`config.mk`:
```
export PLATFORM = sky130hd
export DESIGN_NAME = mbox_irq
export DESIGN_NICKNAME = d
export VERILOG_FILES = /design/src/rtl/mbox_irq_pkg.sv /design/src/rtl/mbox_ctrl.sv /design/src/rtl/mbox_flags.sv /design/src/rtl/mbox_irq.sv
export SDC_FILE = /design/constraint.sdc
export NUM_CORES = 1
export LEC_CHECK = 0
export ABC_AREA = 1
export BUFFER_PORTS_ARGS = -buffer_cell sky130_fd_sc_hd__buf_2
export CAP_MARGIN = 5
export CORE_AREA = 5 5 42 44
export DETAILED_ROUTE_END_ITERATION = 6
export DIE_AREA = 0 0 47 49
export PLACE_DENSITY = 0.56
export SYNTH_ARGS = -nofsm -noshare
export SYNTH_HDL_FRONTEND = slang
export SYNTH_SLANG_ARGS = --single-unit
```
`constraint.sdc`:
```
create_clock -name clk -period 1.05 [get_ports clk]
set_input_delay 0.105 -clock clk [delete_from_list [all_inputs] [get_ports clk]]
set_output_delay 0.105 -clock clk [all_outputs]
set_load 0.005 [all_outputs]
```
`src/rtl/mbox_irq_pkg.sv`:
```
package mbox_irq_pkg;
  // Index of each flag inside the datapath array
  localparam int FlagLeft  = 0;
  localparam int FlagRight = 1;
  localparam int NumFlags  = 2;

  // Strobes from control to datapath for one clock edge
  typedef struct packed {
    logic [NumFlags-1:0] setFlag;
    logic [NumFlags-1:0] clrFlag;
    logic                flush;
  } mboxStrobe_t;
endpackage

```
`src/rtl/mbox_ctrl.sv`:
```
module mbox_ctrl
  import mbox_irq_pkg::*;
#(
  parameter int DEPTH = 16384,
  parameter int AW    = $clog2(DEPTH)
) (
  input  logic          mailboxEn,
  input  logic          leftSel,
  input  logic          leftWrEn,
  input  logic          leftRdEn,
  input  logic [AW-1:0] leftAddr,
  input  logic          rightSel,
  input  logic          rightWrEn,
  input  logic          rightRdEn,
  input  logic [AW-1:0] rightAddr,
  output mboxStrobe_t   strobe
);
  localparam logic [AW-1:0] LeftBox  = AW'(DEPTH - 2);
  localparam logic [AW-1:0] RightBox = AW'(DEPTH - 1);

  logic leftHitsLeftBox, leftHitsRightBox;
  logic rightHitsLeftBox, rightHitsRightBox;

  always_comb begin
    leftHitsLeftBox   = leftSel  && (leftAddr  == LeftBox);
    leftHitsRightBox  = leftSel  && (leftAddr  == RightBox);
    rightHitsLeftBox  = rightSel && (rightAddr == LeftBox);
    rightHitsRightBox = rightSel && (rightAddr == RightBox);

    strobe = '0;
    strobe.flush = !mailboxEn;
    // A write by the partner sets the flag
    strobe.setFlag[FlagLeft]  = mailboxEn && rightHitsLeftBox && rightWrEn;
    strobe.setFlag[FlagRight] = mailboxEn && leftHitsRightBox && leftWrEn;
    // An output-enabled access by the owner clears it; write enable ignored
    strobe.clrFlag[FlagLeft]  = leftHitsLeftBox  && leftRdEn;
    strobe.clrFlag[FlagRight] = rightHitsRightBox && rightRdEn;
  end
endmodule

```
`src/rtl/mbox_flags.sv`:
```
module mbox_flags
  import mbox_irq_pkg::*;
(
  input  logic        clk,
  input  logic        rstN,
  input  mboxStrobe_t strobe,
  output logic        leftIntN,
  output logic        rightIntN
);
  logic [NumFlags-1:0] pending;

  for (genvar g = 0; g < NumFlags; g++) begin : g_flag
    always_ff @(posedge clk) begin
      if (!rstN || strobe.flush)     pending[g] <= 1'b0;
      else if (strobe.setFlag[g])    pending[g] <= 1'b1;  // set wins over clear
      else if (strobe.clrFlag[g])    pending[g] <= 1'b0;
    end
  end

  assign leftIntN  = !pending[FlagLeft];
  assign rightIntN = !pending[FlagRight];
endmodule

```
`src/rtl/mbox_irq.sv`:
```
module mbox_irq
  import mbox_irq_pkg::*;
#(
  parameter int DEPTH = 16384,
  parameter int AW    = $clog2(DEPTH)
) (
  input  logic          clk,
  input  logic          rstN,
  input  logic          mailboxEn,
  input  logic          leftSel,
  input  logic          leftWrEn,
  input  logic          leftRdEn,
  input  logic [AW-1:0] leftAddr,
  input  logic          rightSel,
  input  logic          rightWrEn,
  input  logic          rightRdEn,
  input  logic [AW-1:0] rightAddr,
  output logic          leftIntN,
  output logic          rightIntN
);
  mboxStrobe_t strobe;

  mbox_ctrl #(.DEPTH(DEPTH), .AW(AW)) u_ctrl (
    .mailboxEn(mailboxEn),
    .leftSel(leftSel), .leftWrEn(leftWrEn), .leftRdEn(leftRdEn), .leftAddr(leftAddr),
    .rightSel(rightSel), .rightWrEn(rightWrEn), .rightRdEn(rightRdEn), .rightAddr(rightAddr),
    .strobe(strobe)
  );

  mbox_flags u_flags (
    .clk(clk), .rstN(rstN), .strobe(strobe),
    .leftIntN(leftIntN), .rightIntN(rightIntN)
  );
endmodule

```
==> impl_metrics.env <==
export IMPL_start_util_pct=19.0
export IMPL_netlist_instances=50
export IMPL_core_mm2=0.00140
export IMPL_path_delay_family="flip-flops"
export IMPL_synth_top_area_share_pct=29.6
export IMPL_cts_sinks=2
export IMPL_synthTopCellsByCount="nand2_1, inv_1, nor2_1, nand3_1"
export IMPL_grt_pass1_vias=369
export IMPL_worstSetupPathType="reg -> out"
export IMPL_clock_skew_ns=0
export IMPL_setup_viol=0
export IMPL_crit_chain="inv_1 -> buf_2"
export IMPL_portBuffers=38
export IMPL_syn_to_final_growth_pct=87.3
export IMPL_dieArea_mm2=0.00230
export IMPL_cts_tree="built"
export IMPL_drt_first_pass_iters=2
export IMPL_postCtsHoldBufs=0
export IMPL_root_buffer="clkbuf_4"
export IMPL_worst_pin_slew_ns=0.162
export IMPL_numCtsBuffers=3
export IMPL_regMostFlops="u_flags.pending"
export IMPL_synth_nets=87
export IMPL_cts_buffer_depth=2
export IMPL_dpl_cell_area_um2=477
export IMPL_n_antenna_cell=0
export IMPL_fmax_mhz=1270
export IMPL_vias=420
export IMPL_path_max_fanout=2
export IMPL_drtIter0Drc=3
export IMPL_status="complete, no violations"
export IMPL_startpoint_type="flop"
export IMPL_yosys_top_cells_area="nand2_1, dfxtp_1, inv_1, nor2_1, nand3_1"
export IMPL_regArea_um2=40.0
export IMPL_overflow=0
export IMPL_slew_viol_final=0
export IMPL_synth_edff_count=0
export IMPL_ys_ff_latch=2
export IMPL_endpoint_kind="output port"
export IMPL_via_per_inst=3.93
export IMPL_max_stage_delay_ns=0.30
export IMPL_die_x_um=47
export IMPL_drt_wl_total_um=860
export IMPL_arrival_ns=0.68
export IMPL_grt_max_degree=3
export IMPL_avgRoutedWirePerCell_um=8.04
export IMPL_ys_seq_area_share_pct=15.0
export IMPL_reg_top3="u_flags.pending x2"
export IMPL_postCtsSetupBuffers=0
export IMPL_crit_required_ns=0.94
export IMPL_cpMaxStageDelayCell="dfxtp_1"
export IMPL_synth_async_reset_ratio_pct=0
export IMPL_maxSlewHeadroom_pct=89.2
export IMPL_io_pins=39
export IMPL_synth_flop_cell="dfxtp_1"
export IMPL_nets=130
export IMPL_leakagePower_nw=0.284
export IMPL_clkLatencyLatePin_ns=0.22
export IMPL_path_buf_inv=2
export IMPL_grt_antenna_before_repair=0
export IMPL_synth_warnings=0
export IMPL_final_area_um2=499
export IMPL_tns_ns=0
export IMPL_power_density_mw_per_mm2=693
export IMPL_detailed_place_hpwl_um=804
export IMPL_clkTransAtPathRegs_ns=0.03
export IMPL_period_minus_slack_ns=0.787
export IMPL_drive_above_1_share_pct=50.5
export IMPL_grt_pass1_wl_um=1300
export IMPL_worst_slack_ns=0.263
export IMPL_syn_mean_instance_area_um2=5.33
export IMPL_grtUsageTotal_pct=7.88
export IMPL_synth_cell_types=11
export IMPL_gp_congestion=0.642
export IMPL_synth_most_common_cell="nand2_1"
export IMPL_fp_dieH_um=49
export IMPL_rows=14
export IMPL_syn_cell_area_um2=267
export IMPL_max_vdd_ir_drop_uv=250
export IMPL_hp_class="in -> reg"
export IMPL_cts_max_level=1
export IMPL_yosysTopAreaCell="nand2_1"
export IMPL_dp_slack_ns=0.257
export IMPL_max_cap_viol_count=0
export IMPL_rsz0062_at_grt="false"
export IMPL_finalCritPeriodShare_pct=74.9
export IMPL_fillers=185
export IMPL_multi_input_area_um2=196
export IMPL_antenna_left=0
export IMPL_drc=0
export IMPL_final_hold_violation_count=0
export IMPL_largest_reg_flops=2
export IMPL_ctsResizeCount=0
[where the power goes]
group	leakage, nW	switching, mW	internal (mW)	total [mW]
Combinational	0.254	0.0420	0.0584	0.100
Clock	0.0138	0.0428	0.126	0.169
Sequential	0.0161	0.000000197	0.0766	0.0766
[path summary, 6_finish.rpt]
check	slack [ns]	cells after the start	to	startpoint
max	0.26	2	rightIntN	u_flags.pending[1]
min	0.15	3	u_flags.pending[0]	rstN
max reg2reg	0.38	3	u_flags.pending[1]	u_flags.pending[1]
min reg2reg	0.55	3	u_flags.pending[1]	u_flags.pending[1]
[cells by family (layout without fill, tap and decap cells)]
kind of cell	Yosys count	in the layout	synth area share, %
flops	2	2	15.0
buf+inv	8	49	11.3
simple gates	36	36	62.9
compound gates	4	4	10.8
[layout make-up]
class / count / share of cell area, %
inverter: 8 / 6.02
clock buffer: 3 / 4.51
tap: 16 / 4.01
timing repair buffer: 38 / 38.1
multi-input combinational: 40 / 39.3
sequential: 2 / 8.02
[cells in the final DEF, fill, tap and decap left out, drive strengths merged]
master | Yosys | routed
nor2 | 8 | 8
nor3 | 3 | 3
buf | 0 | 38
nand3 | 4 | 4
clkbuf | 0 | 3
nand2 | 21 | 21
o21bai | 2 | 2
a21oi | 2 | 2
inv | 8 | 8
dfxtp | 2 | 2
[worst reg2reg max path, cell delays in order (launching register included)]
cell	delay, ns
dfxtp_1	0.30
inv_1	0.04
o21bai_1	0.14
a21oi_1	0.12
[stage by stage]
stage	hold slack [ns]	power, mW	instances	utilization, %
floorplan	0.255	0.112	50	-
global route	0.156	0.391	107	35.6
finish	0.154	0.346	107	35.6
detailed placement	0.380	0.179	104	34.0
global placement	0.387	0.178	104	34.0
CTS	0.144	0.362	107	35.6
[routing by layer]
metal	global-route usage, %	up-vias	wire length [µm]
met1	7.68	164	285
met5	0	-	0
li1	-	236	-
met4	5.53	0	0
met2	11.8	20	437
met3	4.80	0	137
(Power assumes the default switching activity.)
